`src/rtl/sir_dec_pkg.sv`:
```
package sir_dec_pkg;

    // Default number of 16x strobes in one bit time.
    localparam int unsigned DEF_BIT_TICKS   = 16;
    // Default shortest low level a UART accepts (three quarters of a bit).
    localparam int unsigned DEF_MIN_LOW     = 12;
    // Default depth of the input synchroniser.
    localparam int unsigned DEF_SYNC_STAGES = 2;

    typedef enum logic {
        STR_IDLE    = 1'b0,
        STR_ACTIVE  = 1'b1
    } stretch_state_e;

endpackage

```
`src/rtl/sir_sync.sv`:
```
module sir_sync #(
    parameter int unsigned STAGES    = 2,
    parameter bit          RESET_VAL = 1'b1
) (
    input  logic clk,
    input  logic rst_n,
    input  logic d,
    output logic q
);

    logic [STAGES-1:0] chain_d;
    logic [STAGES-1:0] chain_q;

    generate
        if (STAGES == 1) begin : g_single
            always_comb chain_d = d;
        end else begin : g_multi
            always_comb chain_d = {chain_q[STAGES-2:0], d};
        end
    endgenerate

    always_ff @(posedge clk or negedge rst_n) begin
        if (!rst_n) begin
            chain_q <= {STAGES{RESET_VAL}};
        end else begin
            chain_q <= chain_d;
        end
    end

    assign q = chain_q[STAGES-1];

endmodule

```
`src/rtl/sir_fall_det.sv`:
```
module sir_fall_det (
    input  logic clk,
    input  logic rst_n,
    input  logic lvl,
    output logic fall
);

    typedef struct packed {
        logic prev;
    } det_t;

    det_t det_d;
    det_t det_q;

    always_comb begin
        det_d      = det_q;
        det_d.prev = lvl;
    end

    always_ff @(posedge clk or negedge rst_n) begin
        if (!rst_n) begin
            det_q <= '{prev: 1'b1};
        end else begin
            det_q <= det_d;
        end
    end

    // A previously high level seen low now marks one arriving pulse.
    assign fall = det_q.prev & ~lvl;

endmodule

```
`src/rtl/sir_stretch_ctr.sv`:
```
module sir_stretch_ctr
    import sir_dec_pkg::*;
#(
    parameter int unsigned BIT_TICKS = DEF_BIT_TICKS,
    localparam int unsigned CNT_W    = $clog2(BIT_TICKS + 1)
) (
    input  logic             clk,
    input  logic             rst_n,
    input  logic             tick,
    input  logic             start,
    output logic [CNT_W-1:0] cnt,
    output logic             line
);

    localparam logic [CNT_W-1:0] LOAD_VAL = CNT_W'(BIT_TICKS);
    localparam logic [CNT_W-1:0] ONE      = CNT_W'(1);

    typedef struct packed {
        stretch_state_e   state;
        logic [CNT_W-1:0] cnt;
        logic             line;
    } ctr_t;

    ctr_t ctr_d;
    ctr_t ctr_q;

    always_comb begin
        ctr_d = ctr_q;
        if (start) begin
            // Retrigger: any new edge restarts the full bit time.
            ctr_d.state = STR_ACTIVE;
            ctr_d.cnt   = LOAD_VAL;
        end else if (ctr_q.state == STR_ACTIVE && tick) begin
            if (ctr_q.cnt == ONE) begin
                ctr_d.state = STR_IDLE;
                ctr_d.cnt   = '0;
            end else begin
                ctr_d.cnt   = ctr_q.cnt - ONE;
            end
        end
        ctr_d.line = (ctr_d.state == STR_IDLE);
    end

    always_ff @(posedge clk or negedge rst_n) begin
        if (!rst_n) begin
            ctr_q <= '{state: STR_IDLE, cnt: '0, line: 1'b1};
        end else begin
            ctr_q <= ctr_d;
        end
    end

    assign cnt  = ctr_q.cnt;
    assign line = ctr_q.line;

endmodule

```
`src/rtl/sir_pulse_stretcher.sv`:
```
module sir_pulse_stretcher
    import sir_dec_pkg::*;
#(
    parameter int unsigned BIT_TICKS   = DEF_BIT_TICKS,
    parameter int unsigned SYNC_STAGES = DEF_SYNC_STAGES,
    localparam int unsigned CNT_W      = $clog2(BIT_TICKS + 1)
) (
    input  logic clk,
    input  logic rst_n,
    input  logic tick16,
    input  logic ir_rx,
    output logic ser_out
);

    logic             ir_sync;
    logic             fall_evt;
    logic [CNT_W-1:0] stretch_cnt;

    sir_sync #(
        .STAGES    (SYNC_STAGES),
        .RESET_VAL (1'b1)
    ) u_sync (
        .clk   (clk),
        .rst_n (rst_n),
        .d     (ir_rx),
        .q     (ir_sync)
    );

    sir_fall_det u_fall (
        .clk   (clk),
        .rst_n (rst_n),
        .lvl   (ir_sync),
        .fall  (fall_evt)
    );

    sir_stretch_ctr #(
        .BIT_TICKS (BIT_TICKS)
    ) u_ctr (
        .clk   (clk),
        .rst_n (rst_n),
        .tick  (tick16),
        .start (fall_evt),
        .cnt   (stretch_cnt),
        .line  (ser_out)
    );

endmodule

```
`config.mk`:
```
export PLATFORM = sky130hd
export DESIGN_NAME = sir_pulse_stretcher
export DESIGN_NICKNAME = d
export VERILOG_FILES = /design/src/rtl/sir_dec_pkg.sv /design/src/rtl/sir_sync.sv /design/src/rtl/sir_fall_det.sv /design/src/rtl/sir_stretch_ctr.sv /design/src/rtl/sir_pulse_stretcher.sv
export SDC_FILE = /design/constraint.sdc
export NUM_CORES = 1
export LEC_CHECK = 0
export ABC_AREA = 1
export ABC_CLOCK_PERIOD_IN_PS = 1460
export BUFFER_PORTS_ARGS = -buffer_cell sky130_fd_sc_hd__buf_2
export CORE_AREA = 2 2 39 41
export CTS_CLUSTER_SIZE = 16
export DETAILED_ROUTE_END_ITERATION = 12
export DIE_AREA = 0 0 41 43
export PLACE_DENSITY = 0.54
export SLEW_MARGIN = 0
export SYNTH_ARGS = -nofsm -noshare
export SYNTH_HDL_FRONTEND = slang
export SYNTH_HIERARCHICAL = 1
export SYNTH_SLANG_ARGS = --single-unit
```
`constraint.sdc`:
```
create_clock -name clk -period 1.46 [get_ports clk]
set_input_delay 0.146 -clock clk [delete_from_list [all_inputs] [get_ports clk]]
set_output_delay 0.146 -clock clk [all_outputs]
set_load 0.02 [all_outputs]
```
==> reports/summary.txt, run 1 <==
RSZ-0062 raised after global routing: no
met1 Usage GRT: 16.27%
CTS tree: yes
crit path from: u_fall/det_q
Setup crit start kind: register
largest net degree at the start of global routing: 11
Worst setup endpoint: u_ctr/cnt[2]
Reg2Reg Depth: 7
crit share post-route: 77.53%
remaining antenna violation count: 0
CTS Buffer Depth: 2
Starting Density: 34.45%
Post-Place Cells: 75
Fin. Hold Viols: 0
Final GP Congestion: 0.7002
CP Class: reg -> reg
max_slew headroom: 79.88%
initial antenna violation count: 0
TritonRoute pass-1 iters: 4
Area Growth Syn to Fin: 20.21%
clk_lat worst skew: 0.26 ns
Die W: 41 um
average size of a mapped cell: 8.667 sq um
dpl ws: 0.3360 ns
layout net count: 72
commonest non-fill, non-tap cell in the layout: nand2_1
Core Region: 1384 sq um
vias in the first global route: 348
GRT Resource Usage Total: 12.04%
initial detailed-routing violation count: 4
Cell Area, Synth: 476.7 sq um
total gr overflow: 0
clock-pin slew on the worst setup and hold paths: 0.06 ns
total vias in the final route: 347
reg2reg end: u_ctr/cnt[2]
fin crit period: 1.132 ns
diode count: 0
Final setup viols: 0
Vert. Die Dim: 43 um
syn nets: 61
fraction of layout cells with a size suffix above 1: 26.15%
PnR worst setup slack: 0.3281 ns
Most Used Layer, Global Route: met1
Buffers on Ports: 4
post-route setup TNS: 0 ns
TritonCTS Buffers: 3
CTS H-tree depth: 1
yosys warns: 6
VDD IR max: 0.6474 mV
Reg2Reg Setup Slack: 0.33 ns
WL per Instance: 8.901 um
maxcap violations: 0
WP data arrival: 1.29 ns
Slew Limit Fails: 0
overall die area: 1763 sq um
hold depth: 4
FMAX: 883.4 MHz
DRC Markers: 0
clock skew: 0.001176 ns
pwr dens: 1840 nW/um^2
grt met3 use: 5.236%
grt met2 use: 15.94%
clk sinks: 10
Detailed Route WL: 721 um
CTS root buf: clkbuf_4
final hold slack: 0.2183 ns
Req. time, crit path: 1.62 ns
worst slew pin tran: 0.3019 ns
first-pass GRT wire length: 1400 um
HP Class: in -> reg
Rows: 14
Ports: 5
most frequent cells in the layout: nand2_1, inv_1, dfrtp_1
Crit Path Max Fanout: 3
leak pwr: 0.3022 nW
RR Startpoint: u_fall/det_q
vias per cell: 4.284
synthesized netlist cell count: 55
Final Non-Filler Cells: 81
DP HPWL: 561.5 um
status: completed
fillers: 146
Worst setup EP type: register
## final cells by class
| cell class | instances | area [sq um] | share of cell area (%) |
|---|---|---|---|
| timing repair buffer | 6 | 40.04 | 6.987 |
| tap | 16 | 20.02 | 3.493 |
| multi-input combinational | 37 | 191.4 | 33.41 |
| inverter | 8 | 30.03 | 5.240 |
| sequential | 10 | 255.2 | 44.54 |
| clock buffer | 4 | 36.28 | 6.332 |
## through the flow
step	total power, mW	util, %	instance area (sq um)
final	1.054	41.41	573.1
after global routing	1.172	41.41	573.1
after CTS	1.081	41.41	573.1
after detailed placement	0.8170	37.34	516.7
after global placement	0.8104	37.34	516.7
after floorplan	0.7348	-	476.7
## state kept, by name, indices dropped and copies added (netlist names)
signal and flops:
u_ctr/cnt 5, u_ctr/ctr_q 1, u_ctr/line 1, u_fall/det_q 1
u_sync/chain_q 2
## worst min path at each step
stage / slack (ns) / end / startpoint
4_1_cts: 0.21 / u_ctr/cnt[4] / tick16
2_1_floorplan: -0.15 / u_ctr/cnt[0] / rst_n
3_3_place_gp: 0.01 / u_ctr/cnt[4] / rst_n
3_5_place_dp: 0.02 / u_ctr/cnt[4] / rst_n
6_report: 0.22 / u_ctr/cnt[4] / tick16
5_1_grt: 0.23 / u_ctr/cnt[4] / tick16
## routing by layer
metal	wire [um]	vias to the layer above
met3	27	0
met5	0	-
li1	-	186
met4	0	0
met2	340	3
met1	353	158
## power breakdown
part | switching [mW] | internal, mW | leakage, nW | total, mW
combinational | 0.217 | 0.144 | 0.168 | 0.361
sequential | 0.0800 | 0.368 | 0.114 | 0.448
clock | 0.0936 | 0.151 | 0.0210 | 0.245
total | 0.391 | 0.663 | 0.302 | 1.05
## worst max-delay path: stages, from the launching register on
cell     delay, ns
dfstp_2       0.52
inv_1         0.04
nor2_2        0.11
inv_1         0.08
nand3_1       0.11
a21oi_2       0.06
nand2_1       0.07
nand2_1       0.05
## repair_timing
action | CTS | global route
hold endpoints to repair | 11 | 0
buffers inserted | 0 | 0
gates resized for setup | 0 | 0
hold buffers | 2 | 0
Note: power is estimated with default switching activity, not from simulation.
==> run 2: changes to the inputs <==
- ABC_CLOCK_PERIOD_IN_PS: 1460 -> 1200
- clock period: 1.46 -> 1.2 ns (I/O delays scaled with it)
==> reports/summary.txt, run 2 (same netlist as run 1, synthesis figures left out) <==
DP HPWL: 575.4 um
Fin. Hold Viols: 0
Design Area, Final: 599.3 sq um
Seq pwr share: 41.9%
Die W: 41 um
Area Growth Syn to Fin: 25.72%
diode count: 0
fillers: 130
HP Start: tick16
most frequent CP cell: nand2_1
Starting Density: 34.45%
VDD IR max: 0.6054 mV
FMAX: 910.3 MHz
Slew Limit Fails: 0
CP cell instances: inv_1 -> nor2_4 -> inv_2 -> nand3_2 -> a21oi_2 -> nand2_1 -> nand2_1
overall die area: 1763 sq um
switch share: 37.06%
status: completed
pwr dens: 2211 nW/um^2
dpl ws: 0.07981 ns
WL per Instance: 8.890 um
clk sinks: 10
HP Class: in -> reg
met2 WL: 358 um
Max stage delay cell, worst path: dfstp_2
CTS Buffer Depth: 2
CTS root buf: clkbuf_4
crit-path max cell delay: 0.52 ns
commonest non-fill, non-tap cell in the layout: nand2_1
NetSw: 0.4911 mW
wire length on met3: 24 um
Rows: 14
max layer used: met4
most frequent cells in the layout: nand2_1, inv_1, dfrtp_1
TritonCTS Buffers: 3
fin crit period: 1.099 ns
remaining antenna violation count: 0
post-CTS setup buffer count: 0
clock skew: 0.006095 ns
max reg flops: 5
max_slew headroom: 85.29%
critical path's top delay family: flip-flops
CTS H-tree depth: 1
total gr overflow: 0
DRC Markers: 0
power share of the clock group: 21.8%
crit path from: u_fall/det_q
Req. time, crit path: 1.35 ns
initial antenna violation count: 0
Detailed Route WL: 729 um
Core Region: 1384 sq um
CP Class: reg -> reg
layout net count: 73
Reg2Reg Setup Slack: 0.10 ns
Final GP Congestion: 0.6562
Final setup viols: 0
DP Area: 524.3 sq um
clock-pin slew on the worst setup and hold paths: 0.06 ns
vias per cell: 4.427
TritonRoute pass-1 iters: 4
clk_lat worst skew: 0.26 ns
initial detailed-routing violation count: 2
largest net degree at the start of global routing: 11
vias in the first global route: 347
PnR worst setup slack: 0.1015 ns
Ports: 5
RR Startpoint: u_fall/det_q
buffers and inverters on the worst path: 2
met1 wire length: 332 um
Comb power frac: 36.3%
maxcap violations: 0
Tot Pwr: 1.325 mW
leak pwr: 0.3106 nW
Crit Path Max Fanout: 3
Setup crit start kind: register
CTS tree: yes
RSZ-0062 raised after global routing: no
Buffers on Ports: 4
Vert. Die Dim: 43 um
Cell Int Power: 0.8342 mW
crit share post-route: 91.54%
total vias in the final route: 363
first-pass GRT wire length: 1290 um
worst slew pin tran: 0.2207 ns
WP data arrival: 1.25 ns
GRT Resource Usage Total: 11.90%
post-route setup TNS: 0 ns
post-layout util: 43.31%
fraction of layout cells with a size suffix above 1: 31.82%
Worst setup EP type: register
run 2: routing by layer:
layer	global-route usage (%)	up-vias
met2	17.81	3
met1	10.74	166
met3	5.236	2
li1	-	192
met5	0	-
met4	12.00	0
run 2: final cells by class:
type	count	area, sq um	area share, %
clock buffers	4	36.28	6.054
multi-input cells	37	210.2	35.07
repair buffers	7	47.55	7.933
well taps	16	20.02	3.340
inverters	8	30.03	5.010
flip-flops and latches	10	255.2	42.59
run 2: path summary, 6_finish.rpt:
kind                                           to  depth (start not counted)
worst max-delay path                 u_ctr/cnt[3]                          7
worst min-delay path                 u_ctr/cnt[1]                          3
worst max register to register       u_ctr/cnt[3]                          7
worst min register to register  u_sync/chain_q[1]                          0
max in group asynchronous       u_sync/chain_q[1]                          2
min in group asynchronous            u_ctr/cnt[4]                          2
run 2: what timing repair did:
item / CTS / global route
gates resized for setup: 0 / 5
hold buffers: 2 / 0
hold endpoints to repair: 11 / 0
endpoints found under the setup margin: 0 / 6
run 2: power by group through the flow:
| stage | registers [mW] | clock network [mW] | logic (mW) |
|---|---|---|---|
| after floorplan | 0.548 | 0 | 0.346 |
| after global placement | 0.550 | 0 | 0.461 |
| after detailed placement | 0.551 | 0 | 0.469 |
| after CTS | 0.546 | 0.307 | 0.476 |
| after global routing | 0.573 | 0.327 | 0.555 |
| final | 0.555 | 0.289 | 0.481 |
run 2: worst register-to-register path, cell delays in order, from the launching register on:
cell and delay [ns]:
dfstp_2 0.52, inv_1 0.05, nor2_4 0.14, inv_2 0.06, nand3_2 0.07, a21oi_2 0.05
nand2_1 0.07, nand2_1 0.04
run 2: stage by stage:
step	instances	hold slack, ns
6_report	82	0.1973
5_1_grt	82	0.1967
4_1_cts	82	0.1817
3_5_place_dp	76	-0.01331
3_3_place_gp	76	-0.01211
2_1_floorplan	55	-0.1756
